### src/rtl/busy_status_pkg.sv
package busy_status_pkg;
  typedef enum logic {
    OP_PROG  = 1'b0,
    OP_ERASE = 1'b1
  } op_e;
endpackage

### src/rtl/bsr_access_det.sv
// Combined read enable and start-of-access pulse.
module bsr_access_det (
  input  logic clk,
  input  logic rst,
  input  logic ce_n_i,
  input  logic oe_n_i,
  output logic rd_en_o,
  output logic access_o
);
  logic rd_en_q;

  assign rd_en_o  = ~ce_n_i & ~oe_n_i;
  assign access_o = rd_en_o & ~rd_en_q;

  always_ff @(posedge clk) begin
    if (rst) rd_en_q <= 1'b0;
    else     rd_en_q <= rd_en_o;
  end

  // an access pulse never repeats in back-to-back cycles
  a_r6_single_pulse: assert property (@(posedge clk) disable iff (rst)
    access_o |=> !access_o);
endmodule

### src/rtl/bsr_op_latch.sv
// Captures operation type, top data bit and program conflict at busy start.
module bsr_op_latch
  import busy_status_pkg::*;
#(
  parameter int DATA_W = 8
) (
  input  logic              clk,
  input  logic              rst,
  input  logic              busy_i,
  input  logic              erase_i,
  input  logic [DATA_W-1:0] wdata_i,
  input  logic [DATA_W-1:0] rdata_i,
  output op_e               op_o,
  output logic              wtop_o,
  output logic              fail_o
);
  localparam int TOP = DATA_W - 1;

  logic busy_q;
  op_e  op_q;
  logic wtop_q;
  logic fail_q;
  logic start;
  op_e  op_now;
  logic clash_now;

  assign start     = busy_i & ~busy_q;
  assign op_now    = op_e'(erase_i);
  assign clash_now = (op_now == OP_PROG) && (|(wdata_i & ~rdata_i));

  assign op_o   = start ? op_now     : op_q;
  assign wtop_o = start ? wdata_i[TOP] : wtop_q;
  assign fail_o = start ? clash_now  : fail_q;

  always_ff @(posedge clk) begin
    if (rst) begin
      busy_q <= 1'b0;
      op_q   <= OP_PROG;
      wtop_q <= 1'b0;
      fail_q <= 1'b0;
    end else begin
      busy_q <= busy_i;
      if (start) begin
        op_q   <= op_now;
        wtop_q <= wdata_i[TOP];
        fail_q <= clash_now;
      end else if (!busy_i) begin
        fail_q <= 1'b0;
      end
    end
  end

  // captured operation holds through a busy interval
  a_r11_op_held: assert property (@(posedge clk) disable iff (rst)
    (busy_i && busy_q) |-> (op_o == op_q));
endmodule

### src/rtl/bsr_toggle.sv
// Toggle-bit state: flips once per read access while busy and not failed.
module bsr_toggle (
  input  logic clk,
  input  logic rst,
  input  logic busy_i,
  input  logic access_i,
  input  logic fail_i,
  output logic tog_next_o
);
  logic tog_q;

  assign tog_next_o = (busy_i && access_i && !fail_i) ? ~tog_q : tog_q;

  always_ff @(posedge clk) begin
    if (rst) tog_q <= 1'b0;
    else     tog_q <= tog_next_o;
  end

  // an access during a healthy operation flips the state
  a_r6_flip: assert property (@(posedge clk) disable iff (rst)
    (busy_i && access_i && !fail_i) |=> (tog_q != $past(tog_q)));
  // a failed program freezes the state
  a_r10_frozen: assert property (@(posedge clk) disable iff (rst)
    (busy_i && fail_i) |=> $stable(tog_q));
  // no flipping outside an operation
  a_r9_idle_hold: assert property (@(posedge clk) disable iff (rst)
    !busy_i |=> $stable(tog_q));
endmodule

### src/rtl/busy_status_rpt.sv
module busy_status_rpt
  import busy_status_pkg::*;
#(
  parameter int DATA_W = 8
) (
  input  logic              clk,
  input  logic              rst,
  input  logic              busy_i,
  input  logic              erase_i,
  input  logic [DATA_W-1:0] wdata_i,
  input  logic [DATA_W-1:0] rdata_i,
  input  logic              ce_n_i,
  input  logic              oe_n_i,
  output logic [DATA_W-1:0] dq_o,
  output logic              dq_oe_o
);
  localparam int POLL_BIT = DATA_W - 1;
  localparam int TOG_BIT  = DATA_W - 2;

  logic rd_en;
  logic access;
  op_e  op_cur;
  logic wtop_cur;
  logic fail_cur;
  logic tog_next;
  logic [DATA_W-1:0] dq_d;

  bsr_access_det u_acc (
    .clk(clk), .rst(rst), .ce_n_i(ce_n_i), .oe_n_i(oe_n_i),
    .rd_en_o(rd_en), .access_o(access)
  );

  bsr_op_latch #(.DATA_W(DATA_W)) u_op (
    .clk(clk), .rst(rst), .busy_i(busy_i), .erase_i(erase_i),
    .wdata_i(wdata_i), .rdata_i(rdata_i),
    .op_o(op_cur), .wtop_o(wtop_cur), .fail_o(fail_cur)
  );

  bsr_toggle u_tog (
    .clk(clk), .rst(rst), .busy_i(busy_i), .access_i(access),
    .fail_i(fail_cur), .tog_next_o(tog_next)
  );

  always_comb begin
    dq_d = rdata_i;
    if (busy_i) begin
      dq_d[POLL_BIT] = (op_cur == OP_ERASE) ? 1'b0 : ~wtop_cur;
      dq_d[TOG_BIT]  = tog_next;
    end
  end

  always_ff @(posedge clk) begin
    if (rst) begin
      dq_o    <= '0;
      dq_oe_o <= 1'b0;
    end else begin
      dq_o    <= dq_d;
      dq_oe_o <= rd_en;
    end
  end

  // pins driven only after both enables were low
  a_r2_drive: assert property (@(posedge clk) disable iff (rst)
    (ce_n_i || oe_n_i) |=> !dq_oe_o);
  // idle cycles pass array data
  a_r3_pass: assert property (@(posedge clk) disable iff (rst)
    !busy_i |=> (dq_o == $past(rdata_i)));
  // erase shows 0 on the polling bit
  a_r5_erase_poll: assert property (@(posedge clk) disable iff (rst)
    (busy_i && op_cur == OP_ERASE) |=> !dq_o[POLL_BIT]);
  // low bits carry array data while busy
  a_r8_low_bits: assert property (@(posedge clk) disable iff (rst)
    busy_i |=> (dq_o[TOG_BIT-1:0] == $past(rdata_i[TOG_BIT-1:0])));
endmodule

### config.mk
export PLATFORM = sky130hd
export DESIGN_NAME = busy_status_rpt
export DESIGN_NICKNAME = d
export VERILOG_FILES = /design/src/rtl/busy_status_pkg.sv /design/src/rtl/bsr_access_det.sv /design/src/rtl/bsr_op_latch.sv /design/src/rtl/bsr_toggle.sv /design/src/rtl/busy_status_rpt.sv
export SDC_FILE = /design/constraint.sdc
export NUM_CORES = 1
export LEC_CHECK = 0
export ABC_AREA = 1
export CAP_MARGIN = 30
export CORE_MARGIN = 4
export CORE_UTILIZATION = 35
export DETAILED_ROUTE_END_ITERATION = 12
export HOLD_SLACK_MARGIN = 0.12
export PLACE_DENSITY = 0.7
export SYNTH_ARGS = -nofsm -noshare
export SYNTH_HDL_FRONTEND = slang
export SYNTH_HIERARCHICAL = 1
export SYNTH_SLANG_ARGS = --single-unit
### constraint.sdc
create_clock -name clk -period 3.29 [get_ports clk]
set_input_delay 0.4935 -clock clk [delete_from_list [all_inputs] [get_ports clk]]
set_output_delay 0.4935 -clock clk [all_outputs]
set_load 0.005 [all_outputs]
* Word level (Yosys, flattened, before mapping)
Index checks and enable logic that the tools add are counted.
** Word-level totals
- Register bits after elaboration :: 14
- Input port bits :: 22
- Output and inout port bits :: 9
- Word-level logic and storage cells :: 33
** Cells by class
- Equal/unequal tests :: 1
- Mux-type cells :: 8
- Bitwise gates (word level) :: 12
- Reduce and logical (&&, ||, !) cells :: 5
** Operator list (number)
- $and A8 B8 Y8 :: 1
- $not A8 Y8 :: 1
- $reduce_or A8 Y1 :: 1
- $mux W1 :: 7
- $not A1 Y1 :: 7
- $and A1 B1 Y1 :: 3
- $logic_and A1 B1 Y1 :: 3
- $mux W2 :: 1
- $ne A2 B1 Y1 const B :: 1
- $logic_not A1 Y1 :: 1

* Logic depth before layout (Yosys ltp)
Gate-level depths: netlist of the first run.
- Depth in word-level cells :: 9
- Depth in mapped cells :: 14
- Depth with buffers taken out :: 14

* Modules after synthesis
Netlist of the first run, hierarchy kept.
** Modules (own cells, without submodules)
- busy_status_rpt :: times used 1, cells each 33, area each 280.3 sq um, sequential area each 180.2 sq um
- bsr_op_latch :: times used 1, cells each 45, area each 275.3 sq um, sequential area each 80.1 sq um
- bsr_toggle :: times used 1, cells each 9, area each 58.8 sq um, sequential area each 20.0 sq um
- bsr_access_det :: times used 1, cells each 7, area each 45.0 sq um, sequential area each 20.0 sq um

* Least setup slack after synthesis of the first run
No wires, ideal clock.
- Kind :: input -> register
- Start :: in busy_i
- End :: reg dq_o[6]
- Library setup time :: 0.113 ns
- Data arrival time :: 1.420 ns
- Data required time :: 3.177 ns
- Slack :: 1.757 ns
- Stages on the path :: 13
- Buffers on the path :: 1
- Cell sequence :: inv_1 -> or2_1 -> buf_6 -> nor2_8 -> nand2_2 -> nand2_1 -> inv_1 -> nand3_1 -> nand2_1 -> nand2_2 -> inv_1 -> nor2_1 -> nor2_1
** On the way
- Word-level cells in the longest chain between the ends :: 6
- Elaborated cells between the ends (all ways) :: 7
- Classes of those cells :: mux: 3; bitwise: 1; reduce/logical: 3
** Ends and longest elaborated chain
- start, declared :: line busy_status_rpt.sv:8 : input logic busy_i,
- $and A1 B1 Y1 :: line bsr_op_latch.sv:27 : assign start = busy_i & ~busy_q;
- $mux W1 :: line bsr_op_latch.sv:33 : assign fail_o = start ? clash_now : fail_q;
- named net fail_cur :: line busy_status_rpt.sv:24 : logic fail_cur;
- $logic_not A1 Y1 :: line bsr_toggle.sv:12 : assign tog_next_o = (busy_i && access_i && !fail_i) ? ~tog_q : tog_q;
- $logic_and A1 B1 Y1 :: line bsr_toggle.sv:12
- $mux W1 :: line bsr_toggle.sv:12
- named net tog_next :: line busy_status_rpt.sv:25 : logic tog_next;
- $mux W2 :: line busy_status_rpt.sv:46 : if (busy_i) begin
- end signal, assigned :: line busy_status_rpt.sv:57 : dq_o <= dq_d;
- end, declared :: line busy_status_rpt.sv:14 : output logic [DATA_W-1:0] dq_o,
The timed path passes the listed nets, and every way through them passes these cells.
A chain may end at the register's enable or synchronous reset.

* Worst setup path after layout of the first run
Same ends and word-level chain as after synthesis.

==> results of run 1 <==
## area by class of cell
type	count	area, µm²
fillers	186	769
flip-flops and latches	15	300
repair buffers	30	300
multi-input cells	50	235
inverters	27	101
well taps	25	31.3
clock buffers	4	26.3
## registers in the layout, summed over array words and instances, names as in the netlist
name / flops
dq_o: 8
dq_oe_o: 1
u_acc/rd_en_q: 1
u_op/busy_q: 1
u_op/fail_q: 1
u_op/op_q: 1
u_op/wtop_q: 1
u_tog/tog_q: 1
## layer usage
layer | wire (µm) | GRT usage | share of wire
met5 | 0 | 0 | 0
met4 | 18 | 0.0393 | 0.014
met1 | 557 | 0.112 | 0.42
met2 | 668 | 0.208 | 0.51
met3 | 77 | 0.0496 | 0.058
## through the flow
stage | setup slack, ns | power, mW | hold WS (ns) | instance area [µm²]
after floorplan | 1.76 | 0.232 | 0.438 | 659
after global placement | 1.07 | 0.273 | 0.464 | 968
after detailed placement | 1.01 | 0.275 | 0.473 | 968
after CTS | 1.31 | 0.377 | 0.488 | 995
after global routing | 1.14 | 0.399 | 0.518 | 995
final | 1.29 | 0.370 | 0.483 | 995
## kinds of logic (layout without fill, tap and decap cells)
group | Yosys count | in the layout | share of synthesized area
AO/OA/AOI/OAI | 6 | 6 | 0.0550
AND/OR/NAND/NOR | 44 | 44 | 0.302
flip-flops | 15 | 15 | 0.455
buffers and inverters | 29 | 61 | 0.188
## power breakdown
group / leakage [nW] / internal [mW] / total, mW / switching, mW
logic: 0.372 / 0.0443 / 0.0753 / 0.0310
clock network: 0.0150 / 0.0470 / 0.0997 / 0.0527
registers: 0.124 / 0.192 / 0.195 / 0.00274
## path summary, 6_finish.rpt
path	from	endpoint	slack, ns
worst max-delay path	busy_i	dq_o[6]$_SDFF_PP0_	1.29
worst min-delay path	u_op/op_q$_SDFF_PP0_	u_op/op_q$_SDFF_PP0_	0.48
worst min register to register	u_op/op_q$_SDFF_PP0_	u_op/op_q$_SDFF_PP0_	0.48
worst max register to register	u_op/busy_q$_SDFF_PP0_	dq_o[6]$_SDFF_PP0_	1.86
## cell usage in the layout, fill, tap and decap left out
master           count
clkbuf_4             3
nor2_8               1
dfxtp_1             15
o21ai_1              3
inv_2                1
clkbuf_1             1
a21oi_2              1
nand2_2              3
clkdlybuf4s50_1     30
a211oi_1             1
nor2_2               1
nand4_1              1
inv_1               26
nand3_1              2
nand2_1             17
nor2_1              18
a21oi_1              1
or2_1                1
## worst min-delay path, stage by stage, from the launching register on
cell      delay [ns]
dfxtp_1         0.30
inv_1           0.06
a211oi_1        0.07
==> reports/metrics.csv, run 1 <==
metric,value,unit
status,"finished, final reports clean",
Yosys reg bits,15,
cts bufs inserted,3,
Mean Syn Cell Area,7.01,µm²
all-layer global routing usage,0.113,
final WL,1320,µm
Final ANT Viol Nets,0,
Max Freq,500,MHz
Mapped Cells,94,
slowest CP cell,clkdlybuf4s50_1,
number of antenna violations at the first check in global routing,0,
Post-synth top flop,dfxtp_1,
CTS max path bufs,2,
Post-Layout Cell Count,151,
post-layout min period,2.00,ns
clk sink count,15,
"area leader, netlist",dfxtp_1,
Hold Crit Depth,2,
"Hold-fix buffers, CTS",0,
port bufs,30,
Clock Root Buffer,clkbuf_4,
"Clk pin slew, worst setup/hold paths",0.08,ns
setup tns final,0,ns
Slew headroom,0.625,
vias per cell,3.99,
post-CTS setup buffers,0,
"Slew Viols, Final",0,
synth top area cells,"dfxtp_1 (46%), inv_1 (15%), nor2_1 (10%)",
Crit Path Category,input pin to register,
IO Pins,31,
Commonest cells post-synth,"inv_1 (26), nor2_1 (18), nand2_1 (17)",
Final period util,0.608,
layout cells sized above 1,0.0794,
chip width,51.4,µm
nets,149,
Crit. End Element,register,
DIE HEIGHT,51.4,µm
"EDFF count, synth",0,
row cnt,15,
CTS tree,done,
fin util,0.564,
"Seq/Total Area, Yosys",0.455,
HPWL Detailed,1100,µm
Skew-Pair Late Insertion Delay,0.27,ns
RSZ-0062 raised after global routing,false,
Hold Fails Final Rpt,0,
Tightest Pin Transition,0.561,ns
r2r worst-path depth,11,
Starting Density,0.374,
Leak Pwr,0.511,nW
gpl congestion,0.739,
final setup violation count,0,
pin count of the biggest net entering global routing,15,
Core Footprint,1760,µm²
crit path DAT,2.17,ns
crit path max fanout,7,
most numerous cell on the critical path,inv_1,
H-tree depth,1,
area share of the largest cell type after synthesis,0.455,
Crit path depth,13,
vias in the first global route,543,
WL/cell,8.75,µm
crit-path leading delay family,simple AND/OR/NAND/NOR gates,
Post-synth ARST share,0,
WP buf/inv,4,
"Largest stage delay, worst path",0.59,ns
drt first pass iters,4,
Pwr Density,372,nW/µm²
worst hold path type,register to register,
1st-iter DRT viols,9,
via count,602,
Ys Warns,6,
CP Launch Type,input pin,
Syn Nets,116,
drt drc,0,
Clock Skews,0.00466,ns
PostCTS Resize Cnt,0,
Die Area,2640,µm²
placed insts,147,
most numerous cell in the Yosys netlist,inv_1,
Worst IR Drop VDD,0.379,mV
Maximum Capacitance Violations,0,
mapped cell area,659,µm²
worst-path cell chain,clkdlybuf4s50_1 > inv_1 > or2_1 > nor2_8 > nand2_2 > nand2_1 > inv_1 > nand3_1 > nand2_1 > nand2_2 > inv_1 > nor2_1 > nor2_1,
diode count,0,
Layout area overhead,50.9,%
post-synth cell types,16,
first-pass GRT wire length,2220,µm
WP data required,3.46,ns
total gr overflow,0,
No activity file was read; power rests on OpenSTA's default activity.
==> run 2: changes to the inputs <==
--- a/config.mk
+++ b/config.mk
@@ -11,7 +11,7 @@
 export CORE_UTILIZATION = 35
 export DETAILED_ROUTE_END_ITERATION = 12
 export HOLD_SLACK_MARGIN = 0.12
-export PLACE_DENSITY = 0.7
+export PLACE_DENSITY = 0.73
 export SYNTH_ARGS = -nofsm -noshare
 export SYNTH_HDL_FRONTEND = slang
 export SYNTH_HIERARCHICAL = 1
==> constraint.sdc (replaced) <==
create_clock -name clk -period 1.6 [get_ports clk]
set_input_delay 0.24 -clock clk [delete_from_list [all_inputs] [get_ports clk]]
set_output_delay 0.24 -clock clk [all_outputs]
set_load 0.005 [all_outputs]
==> reports/metrics.csv, run 2 (synthesis results as in run 1) <==
metric,value,unit,change
Pwr Density,735,nW/µm²,+98%
Final period util,0.876,,
layout cells sized above 1,0.148,,+0.0688
Die Area,2640,µm²,unchanged
vias per cell,4.07,,+2.1%
worst hold path type,input pin to register,,
"Largest stage delay, worst path",0.48,ns,-0.11 ns
DP Worst Slack,-0.244,ns,-1.26 ns
Final ANT Viol Nets,0,,unchanged
Post-Layout Cell Count,160,,+6.0%
placed insts,156,,+6.1%
crit path DAT,1.57,ns,-0.60 ns
sequential fraction of design power,0.511,,-0.015
combinational fraction of design power,0.223,,+0.019
all-layer global routing usage,0.126,,+0.0124
worst-path cell chain,clkdlybuf4s50_1 > inv_1 > nand2_1 > nand2_1 > nor2_1 > nand2_1 > nand2_2 > nand2_1 > inv_1 > nand4_1 > nand2_2 > inv_1 > nor2_1 > nor2_1,,
cts bufs inserted,3,,unchanged
WP data required,1.77,ns,-1.69 ns
Hold WS,0.358,ns,-0.125 ns
number of antenna violations at the first check in global routing,0,,unchanged
crit path max fanout,2,,-5
Worst IR Drop VDD,0.503,mV,+33%
Maximum Capacitance Violations,0,,unchanged
via count,651,,+8.1%
Tightest Pin Transition,0.358,ns,-0.203 ns
FILL cells,183,,-1.6%
CTS tree,done,,
fin util,0.605,,+0.0411
crit-path leading delay family,simple AND/OR/NAND/NOR gates,,
gpl congestion,0.709,,-4.0%
final setup violation count,0,,unchanged
slowest CP cell,clkdlybuf4s50_1,,
drt first pass iters,4,,unchanged
"Hold-fix buffers, CTS",0,,unchanged
H-tree depth,1,,unchanged
Slew headroom,0.760,,+0.136
most numerous cell on the critical path,nand2_1,,
Core Footprint,1760,µm²,unchanged
"commonest non-fill, non-tap cell in the layout",clkdlybuf4s50_1,,
Max Freq,714,MHz,
status,"finished, final reports clean",,
post-layout min period,1.40,ns,
DIE HEIGHT,51.4,µm,unchanged
row cnt,15,,unchanged
port bufs,30,,unchanged
"Clk pin slew, worst setup/hold paths",0.09,ns,about the same
Leak Pwr,0.564,nW,+10%
Crit. End Element,register,,
post-place instance area,1040,µm²,+7.0%
Clock Power Share,0.267,,-0.003
Clock Skews,0.00402,ns,-0.000637 ns
IO Pins,31,,unchanged
clk sink count,15,,unchanged
HPWL Detailed,1240,µm,+13%
Starting Density,0.374,,unchanged
"Slew Viols, Final",0,,unchanged
NetSw,0.186,mW,+110%
Top reg by flops,dq_o,,
final setup margin,0.199,ns,-1.09 ns
total gr overflow,0,,unchanged
CP Launch Type,input pin,,
drt drc,0,,unchanged
Sw Share,0.237,,+0.00288
WL/cell,9.08,µm,+3.7%
final WL,1450,µm,+9.8%
RSZ-0062 raised after global routing,false,,
1st-iter DRT viols,8,,-1
max reg flops,8,,unchanged
Crit Path Category,input pin to register,,
most frequent cells in the layout,"clkdlybuf4s50_1 (29), inv_1 (26), nor2_1 (18)",,
Skew-Pair Late Insertion Delay,0.27,ns,about the same
nets,158,,+6.0%
vias in the first global route,639,,+18%
post-route cell area,1070,µm²,+7.3%
Clock Root Buffer,clkbuf_4,,
diode count,0,,unchanged
chip width,51.4,µm,unchanged
Register Area,300,µm²,unchanged
pin count of the biggest net entering global routing,9,,-6
Int Pwr,0.598,mW,+110%
WP buf/inv,4,,unchanged
CTS max path bufs,2,,unchanged
Layout area overhead,61.9,%,
Hold Fails Final Rpt,0,,unchanged
area occupied by multi-input gates,238,µm²,+1.1%
first-pass GRT wire length,2510,µm,+13%
-- run 2: cell count changes in the layout (fill, tap and decap cells not counted) --
cell             previous run  this run
buf_4                       0         9
or2_1                       1         0
dlymetal6s2s_1              0         1
clkdlybuf4s50_1            30        29
or2_4                       0         1
-- run 2: per-layer routing --
layer | vias to the layer above | GRT usage | share of wire
met5 | - | 0 | 0
met3 | 2 | 0.0350 | 0.063
li1 | 351 | - | -
met4 | 0 | 0.0524 | 0.0041
met2 | 16 | 0.231 | 0.54
met1 | 282 | 0.132 | 0.39
-- run 2: worst register-to-register path: stages, from the launching register on --
cell     delay, ns
dfxtp_1       0.32
or2_4         0.26
nor2_8        0.09
nand2_2       0.06
nand2_1       0.05
inv_1         0.04
nand3_1       0.06
nand2_1       0.06
nand2_2       0.06
inv_1         0.04
nor2_1        0.09
nor2_1        0.05
-- run 2: worst paths after layout --
check                           cells past startpoint  slack (ns)                     end                   start
worst max-delay path                               14        0.20      dq_o[6]$_SDFF_PP0_              rdata_i[3]
worst min-delay path                                4        0.36  u_op/busy_q$_SDFF_PP0_                  busy_i
worst max register to register                     11        0.31      dq_o[6]$_SDFF_PP0_  u_op/busy_q$_SDFF_PP0_
worst min register to register                      2        0.47    u_op/op_q$_SDFF_PP0_    u_op/op_q$_SDFF_PP0_
-- run 2: power groups by stage --
stage | logic (mW) | clock network, mW | registers, mW
after floorplan | 0.0658 | 0 | 0.410
after global placement | 0.171 | 0 | 0.409
after detailed placement | 0.175 | 0 | 0.409
after CTS | 0.176 | 0.219 | 0.401
after global routing | 0.196 | 0.233 | 0.403
final | 0.175 | 0.209 | 0.400
-- run 2: timing repair --
action	4_1_cts	5_1_grt
resized for setup	0	2
setup buffers	0	0
setup endpoints to repair	0	2
-- run 2: metrics by stage --
stage                     power [mW]  TNS [ns]
after floorplan                0.476         0
after global placement         0.580    -0.353
after detailed placement       0.585    -0.598
after CTS                      0.795         0
after global routing           0.832         0
final                          0.784         0
-- run 2: final cells by class --
type,instances,area share
multi-input combinational,50,0.223
clock buffer,4,0.0246
sequential,15,0.281
timing repair buffer,39,0.347
inverter,27,0.0950
tap,25,0.0293
